[src/rtl/ep_ctl_txbuf_pkg.sv]
package ep_ctl_txbuf_pkg;
  typedef struct packed {
    logic wrAccept;
    logic pop;
    logic advancePkt;
    logic rewind;
    logic clearAll;
  } txStrobes_t;
endpackage

[src/rtl/ep_ctl_txbuf_ctrl.sv]
module ep_ctl_txbuf_ctrl
  import ep_ctl_txbuf_pkg::*;
(
  input  logic       clk,
  input  logic       rstN,
  input  logic       cpuWrEn,
  input  logic       cpuSetRdy,
  input  logic       contMode,
  input  logic       txPop,
  input  logic       pktDone,
  input  logic       pktFail,
  input  logic       lastPkt,
  output logic       inRdy,
  output txStrobes_t strobes
);
  logic doneOk;
  logic finish;

  always_comb begin
    doneOk             = inRdy & pktDone & ~pktFail;
    finish             = doneOk & (~contMode | lastPkt);
    strobes.wrAccept   = cpuWrEn & ~inRdy;
    strobes.rewind     = inRdy & pktFail;
    strobes.clearAll   = finish;
    strobes.advancePkt = doneOk & ~finish;
    strobes.pop        = inRdy & txPop & ~pktDone & ~pktFail;
  end

  always_ff @(posedge clk) begin
    if (!rstN) begin
      inRdy <= 1'b0;
    end else if (finish) begin
      inRdy <= 1'b0;
    end else if (cpuSetRdy && !inRdy) begin
      inRdy <= 1'b1;
    end
  end
endmodule

[src/rtl/ep_ctl_txbuf_dp.sv]
module ep_ctl_txbuf_dp
  import ep_ctl_txbuf_pkg::*;
#(
  parameter int DEPTH   = 128,
  parameter int MIN_PKT = 8,
  parameter int SEL_W   = 2,
  localparam int ADDR_W = $clog2(DEPTH),
  localparam int CNT_W  = ADDR_W + 1
) (
  input  logic             clk,
  input  logic             rstN,
  input  txStrobes_t       strobes,
  input  logic             cpuWordMode,
  input  logic [15:0]      cpuWrData,
  input  logic             contMode,
  input  logic [SEL_W-1:0] maxPktSel,
  output logic [CNT_W-1:0] pktLen,
  output logic             lastPkt,
  output logic [7:0]       txData
);
  localparam logic [CNT_W-1:0] DEPTH_C = CNT_W'(DEPTH);

  logic [7:0]       mem [DEPTH];
  logic [CNT_W-1:0] wrPtr;
  logic [CNT_W-1:0] pktStart;
  logic [CNT_W-1:0] rdPtr;
  logic [CNT_W-1:0] remaining;
  logic [CNT_W-1:0] maxPkt;
  logic [CNT_W-1:0] pktEnd;
  logic [CNT_W-1:0] wrHiIdx;
  logic [CNT_W-1:0] wrNext;

  always_comb begin
    maxPkt    = CNT_W'(MIN_PKT) << maxPktSel;
    remaining = wrPtr - pktStart;
    if (contMode && remaining > maxPkt) begin
      pktLen  = maxPkt;
      lastPkt = 1'b0;
    end else begin
      pktLen  = remaining;
      lastPkt = 1'b1;
    end
    pktEnd  = pktStart + pktLen;
    wrHiIdx = wrPtr + CNT_W'(1);
    wrNext  = wrPtr + (cpuWordMode ? CNT_W'(2) : CNT_W'(1));
    if (wrNext > DEPTH_C) wrNext = DEPTH_C;
    txData  = mem[rdPtr[ADDR_W-1:0]];
  end

  always_ff @(posedge clk) begin
    if (strobes.wrAccept) begin
      if (wrPtr < DEPTH_C) mem[wrPtr[ADDR_W-1:0]] <= cpuWrData[7:0];
      if (cpuWordMode && wrHiIdx < DEPTH_C) mem[wrHiIdx[ADDR_W-1:0]] <= cpuWrData[15:8];
    end
  end

  always_ff @(posedge clk) begin
    if (!rstN || strobes.clearAll) begin
      wrPtr    <= '0;
      pktStart <= '0;
      rdPtr    <= '0;
    end else begin
      if (strobes.wrAccept) wrPtr <= wrNext;
      if (strobes.advancePkt) begin
        pktStart <= pktEnd;
        rdPtr    <= pktEnd;
      end else if (strobes.rewind) begin
        rdPtr <= pktStart;
      end else if (strobes.pop && rdPtr < pktEnd) begin
        rdPtr <= rdPtr + CNT_W'(1);
      end
    end
  end
endmodule

[src/rtl/ep_ctl_txbuf.sv]
module ep_ctl_txbuf
  import ep_ctl_txbuf_pkg::*;
#(
  parameter int DEPTH   = 128,
  parameter int MIN_PKT = 8,
  parameter int SEL_W   = 2,
  localparam int CNT_W  = $clog2(DEPTH) + 1
) (
  input  logic             clk,
  input  logic             rstN,
  input  logic             cpuWrEn,
  input  logic             cpuWordMode,
  input  logic [15:0]      cpuWrData,
  input  logic             cpuSetRdy,
  input  logic             contMode,
  input  logic [SEL_W-1:0] maxPktSel,
  output logic             inRdy,
  output logic [CNT_W-1:0] pktLen,
  output logic [7:0]       txData,
  input  logic             txPop,
  input  logic             pktDone,
  input  logic             pktFail
);
  txStrobes_t strobes;
  logic       lastPkt;

  ep_ctl_txbuf_ctrl u_ctrl (
    .clk(clk), .rstN(rstN), .cpuWrEn(cpuWrEn), .cpuSetRdy(cpuSetRdy),
    .contMode(contMode), .txPop(txPop), .pktDone(pktDone), .pktFail(pktFail),
    .lastPkt(lastPkt), .inRdy(inRdy), .strobes(strobes)
  );

  ep_ctl_txbuf_dp #(.DEPTH(DEPTH), .MIN_PKT(MIN_PKT), .SEL_W(SEL_W)) u_dp (
    .clk(clk), .rstN(rstN), .strobes(strobes), .cpuWordMode(cpuWordMode),
    .cpuWrData(cpuWrData), .contMode(contMode), .maxPktSel(maxPktSel),
    .pktLen(pktLen), .lastPkt(lastPkt), .txData(txData)
  );
endmodule

[config.mk]
export PLATFORM = sky130hd
export DESIGN_NAME = ep_ctl_txbuf
export DESIGN_NICKNAME = d
export VERILOG_FILES = /design/src/rtl/ep_ctl_txbuf_pkg.sv /design/src/rtl/ep_ctl_txbuf_ctrl.sv /design/src/rtl/ep_ctl_txbuf_dp.sv /design/src/rtl/ep_ctl_txbuf.sv
export SDC_FILE = /design/constraint.sdc
export NUM_CORES = 2
export LEC_CHECK = 0
export BUFFER_PORTS_ARGS = -buffer_cell sky130_fd_sc_hd__buf_4
export CORE_UTILIZATION = 55
export DETAILED_ROUTE_END_ITERATION = 10
export PLACE_DENSITY = 0.69
export SLEW_MARGIN = 20
export SYNTH_ARGS = -nofsm -noshare
export SYNTH_HDL_FRONTEND = slang
export SYNTH_SLANG_ARGS = --single-unit
[constraint.sdc]
create_clock -name clk -period 7 [get_ports clk]
set_input_delay 0.7 -clock clk [delete_from_list [all_inputs] [get_ports clk]]
set_output_delay 0.7 -clock clk [all_outputs]
set_load 0.03 [all_outputs]
==> run summary <==
max cap viols: 0
port bufs: 43
Max-Slew Margin vs Limit: 16.2%
Clk pin slew, worst setup/hold paths: 0.06 ns
internal power: 10.6 mW
number of synthesized flops with an enable pin: 1024
Max VDD drop: 0.204 mV
WHS: 0.220 ns
max-slew violation count: 0
final setup fails: 0
clock sink total: 1056
PwrDens: 229 nW/um2
top_reg_cell synth: edfxtp_1
Worst Tran Pin Value: 1.26 ns
Via density: 6.88
CP max FO: 8
initial antenna violation count: 9
share of synthesized registers carrying an async set or reset: 0%
die width: 322 um
Routed wire per std cell: 33.7 um
drt first-iter violations: 4315
unique cell type count in the Yosys netlist: 64
flops & latches, synth: 1056
Post-DP HPWL: 99500 um
pin count of the biggest net entering global routing: 88
Hold Fails Final Rpt: 0
layout cells sized above 1: 52.1%
CP arrival: 7.04 ns
HP Class: in2reg
Leak: 18.8 nW
Ys Warns: 0
Ports: 44
CP max stage cell: fa_1
Sw Share: 24.0%
Mean Syn Cell Area: 16.3 um2
GRT Util Overall: 31.3%
fillers: 7520
Num CTS Buffers: 110
global-route wire length before repair: 235000 um
Clk pwr share: 40.2%
register area share after synthesis: 55.7%
worst path required time: 7.54 ns
clock skew: 0.0363 ns
CTS tree: built
die area: 104000 um2
Synth Cell Area: 56400 um2
H-Tree Depth: 3
most frequent CP cell: ha_1
worst-skew pair later-pin latency: 0.72 ns
fin crit period: 6.51 ns
CTS Buffer Depth: 3
TritonRoute pass-1 iters: 5
Area Growth Syn to Fin: 8.36%
total congestion overflow: 0
CORE AREA: 102000 um2
Antenna Nets Post-Route: 0
Synthesized Nets: 3511
Cells after Synth: 3453
crit path capture type: flip-flop
Crit path largest cell delay: 0.41 ns
via count of the routed design: 32969
setup_tns: 0 ns
Nets: 3389
Final Cycle Share: 92.9%
vias in the first global route: 32971
CP Launch Point: u_dp.wrPtr[0]
RSZ-0062 raised after global routing: false
status: complete, no violations
Initial Util: 55.4%
combinational share of power: 9.8%
Startpoint Class: flip-flop
sw power: 3.36 mW
Fmax: 0.154 GHz
total routed wirelength: 161000 um
clk root buf: clkbuf_16
die height: 322 um
Residual DRC: 0
routability cong.: 0.873
Seq pwr share: 50.0%
Site Rows: 117
worst hold start: cpuSetRdy
Crit Path Class: reg2reg
Post-CTS Hold Buffers: 0
r2r startpoint: u_dp.wrPtr[0]
==> power by group through the flow <==
stage                     combinational (mW)  clock [mW]  sequential (mW)
final                                   1.37        5.63             7.00
after global routing                    1.42        5.91             7.00
after CTS                               1.34        5.67             7.00
after detailed placement                1.33           0             7.14
after global placement                  1.30           0             7.14
after floorplan                        0.902           0             7.10
==> cell type report <==
type | instances | area, um2 | area share (%)
Sequential cell | 1056 | 31400 | 51.4
Multi-Input combinational cell | 2009 | 23500 | 38.4
Clock buffer | 144 | 2940 | 4.82
Tap cell | 1368 | 1710 | 2.80
Timing Repair Buffer | 132 | 1070 | 1.75
Clock inverter | 55 | 409 | 0.670
Inverter | 22 | 82.6 | 0.135
Antenna cell | 3 | 7.51 | 0.0123
==> path summary, 6_finish.rpt <==
kind | end | slack, ns | depth (start not counted)
worst max-delay path | u_dp.rdPtr[1] | 0.49 | 31
worst min-delay path | u_ctrl.inRdy | 0.22 | 3
worst max register to register | u_dp.rdPtr[1] | 0.49 | 31
worst min register to register | u_dp.pktStart[3] | 0.52 | 2
==> registers in the layout (all words and copies together) (netlist names), named ones only <==
register       flops
u_dp.pktStart      8
u_dp.rdPtr         8
u_dp.mem        1024
u_dp.wrPtr         8
u_ctrl.inRdy       1
==> what timing repair did <==
action                     4_1_cts  5_1_grt
buffers inserted                 0        1
setup endpoints to repair        0       13
resized for setup                0        9
==> cells in the final DEF, fill, tap and decap left out, drive strengths merged, types with 15 or more instances in the layout <==
master | Yosys | routed
a21oi | 39 | 39
buf | 76 | 132
clkbuf | 290 | 144
clkinv | 0 | 44
dfxtp | 32 | 32
edfxtp | 1024 | 1024
ha | 28 | 28
inv | 22 | 25
mux2 | 1032 | 1032
mux4 | 336 | 336
nand2 | 109 | 109
nand3 | 27 | 27
nor2 | 126 | 126
nor3 | 24 | 24
o21ai | 71 | 71
o22ai | 73 | 73
xor2 | 15 | 15
==> worst max-delay path: cells and delay by family (launching register included) <==
| kind | cells | cell delay, ns |
|---|---|---|
| AOI/OAI and AO/OA | 13 | 2.85 |
| xor gates and xnor gates | 2 | 0.28 |
| adders and majority gates | 5 | 1.50 |
| buffers and inverters | 2 | 0.15 |
| DFF | 1 | 0.31 |
| and+or+nand+nor | 9 | 1.23 |
==> logic make-up after synthesis <==
group	after synthesis	synth area share (%)
fa+ha+maj	31	0.728
compound gates	243	2.59
buf+inv	388	2.84
simple gates	337	3.67
xor+xnor	26	0.404
mux	1372	34.1
flops	1056	55.7
==> stage by stage <==
stage / total power, mW / setup WS, ns / area (um2) / instances / utilization (%)
6_report: 14.0 / 0.495 / 61100 / 4789 / 60.1
5_1_grt: 14.3 / 0.0389 / 61100 / 4786 / 60.0
4_1_cts: 14.0 / 0.301 / 61000 / 4785 / 60.0
3_5_place_dp: 8.47 / 0.358 / 57700 / 4586 / 56.7
3_3_place_gp: 8.44 / 0.510 / 57700 / 4586 / 56.7
2_1_floorplan: 8.00 / 0.624 / 56400 / 3453 / -
==> routing by layer <==
metal	track usage (%)	vias to the layer above	share of wire [%]
li1	-	13537	-
met1	43.8	17425	40
met2	49.0	1729	47
met3	6.33	268	9.5
met4	10.6	10	3.3
met5	0.139	-	0.044
==> Yosys cell counts, drive strengths merged (11+ instances only) <==
cell type  instances  share of area, %
a21oi             39              0.35
clkbuf           290               1.9
nor3              24              0.31
o21ai             71              0.63
xor2              15              0.23
edfxtp          1024                55
o22ai             73              0.81
nor2             126               1.7
dfxtp             32               1.1
nand2            109              0.80
ha                28              0.62
buf               76              0.77
mux2            1032                21
mux4             336                13
inv               22              0.15
nand3             27              0.25
xnor2             11              0.17
(Power assumes the default switching activity.)
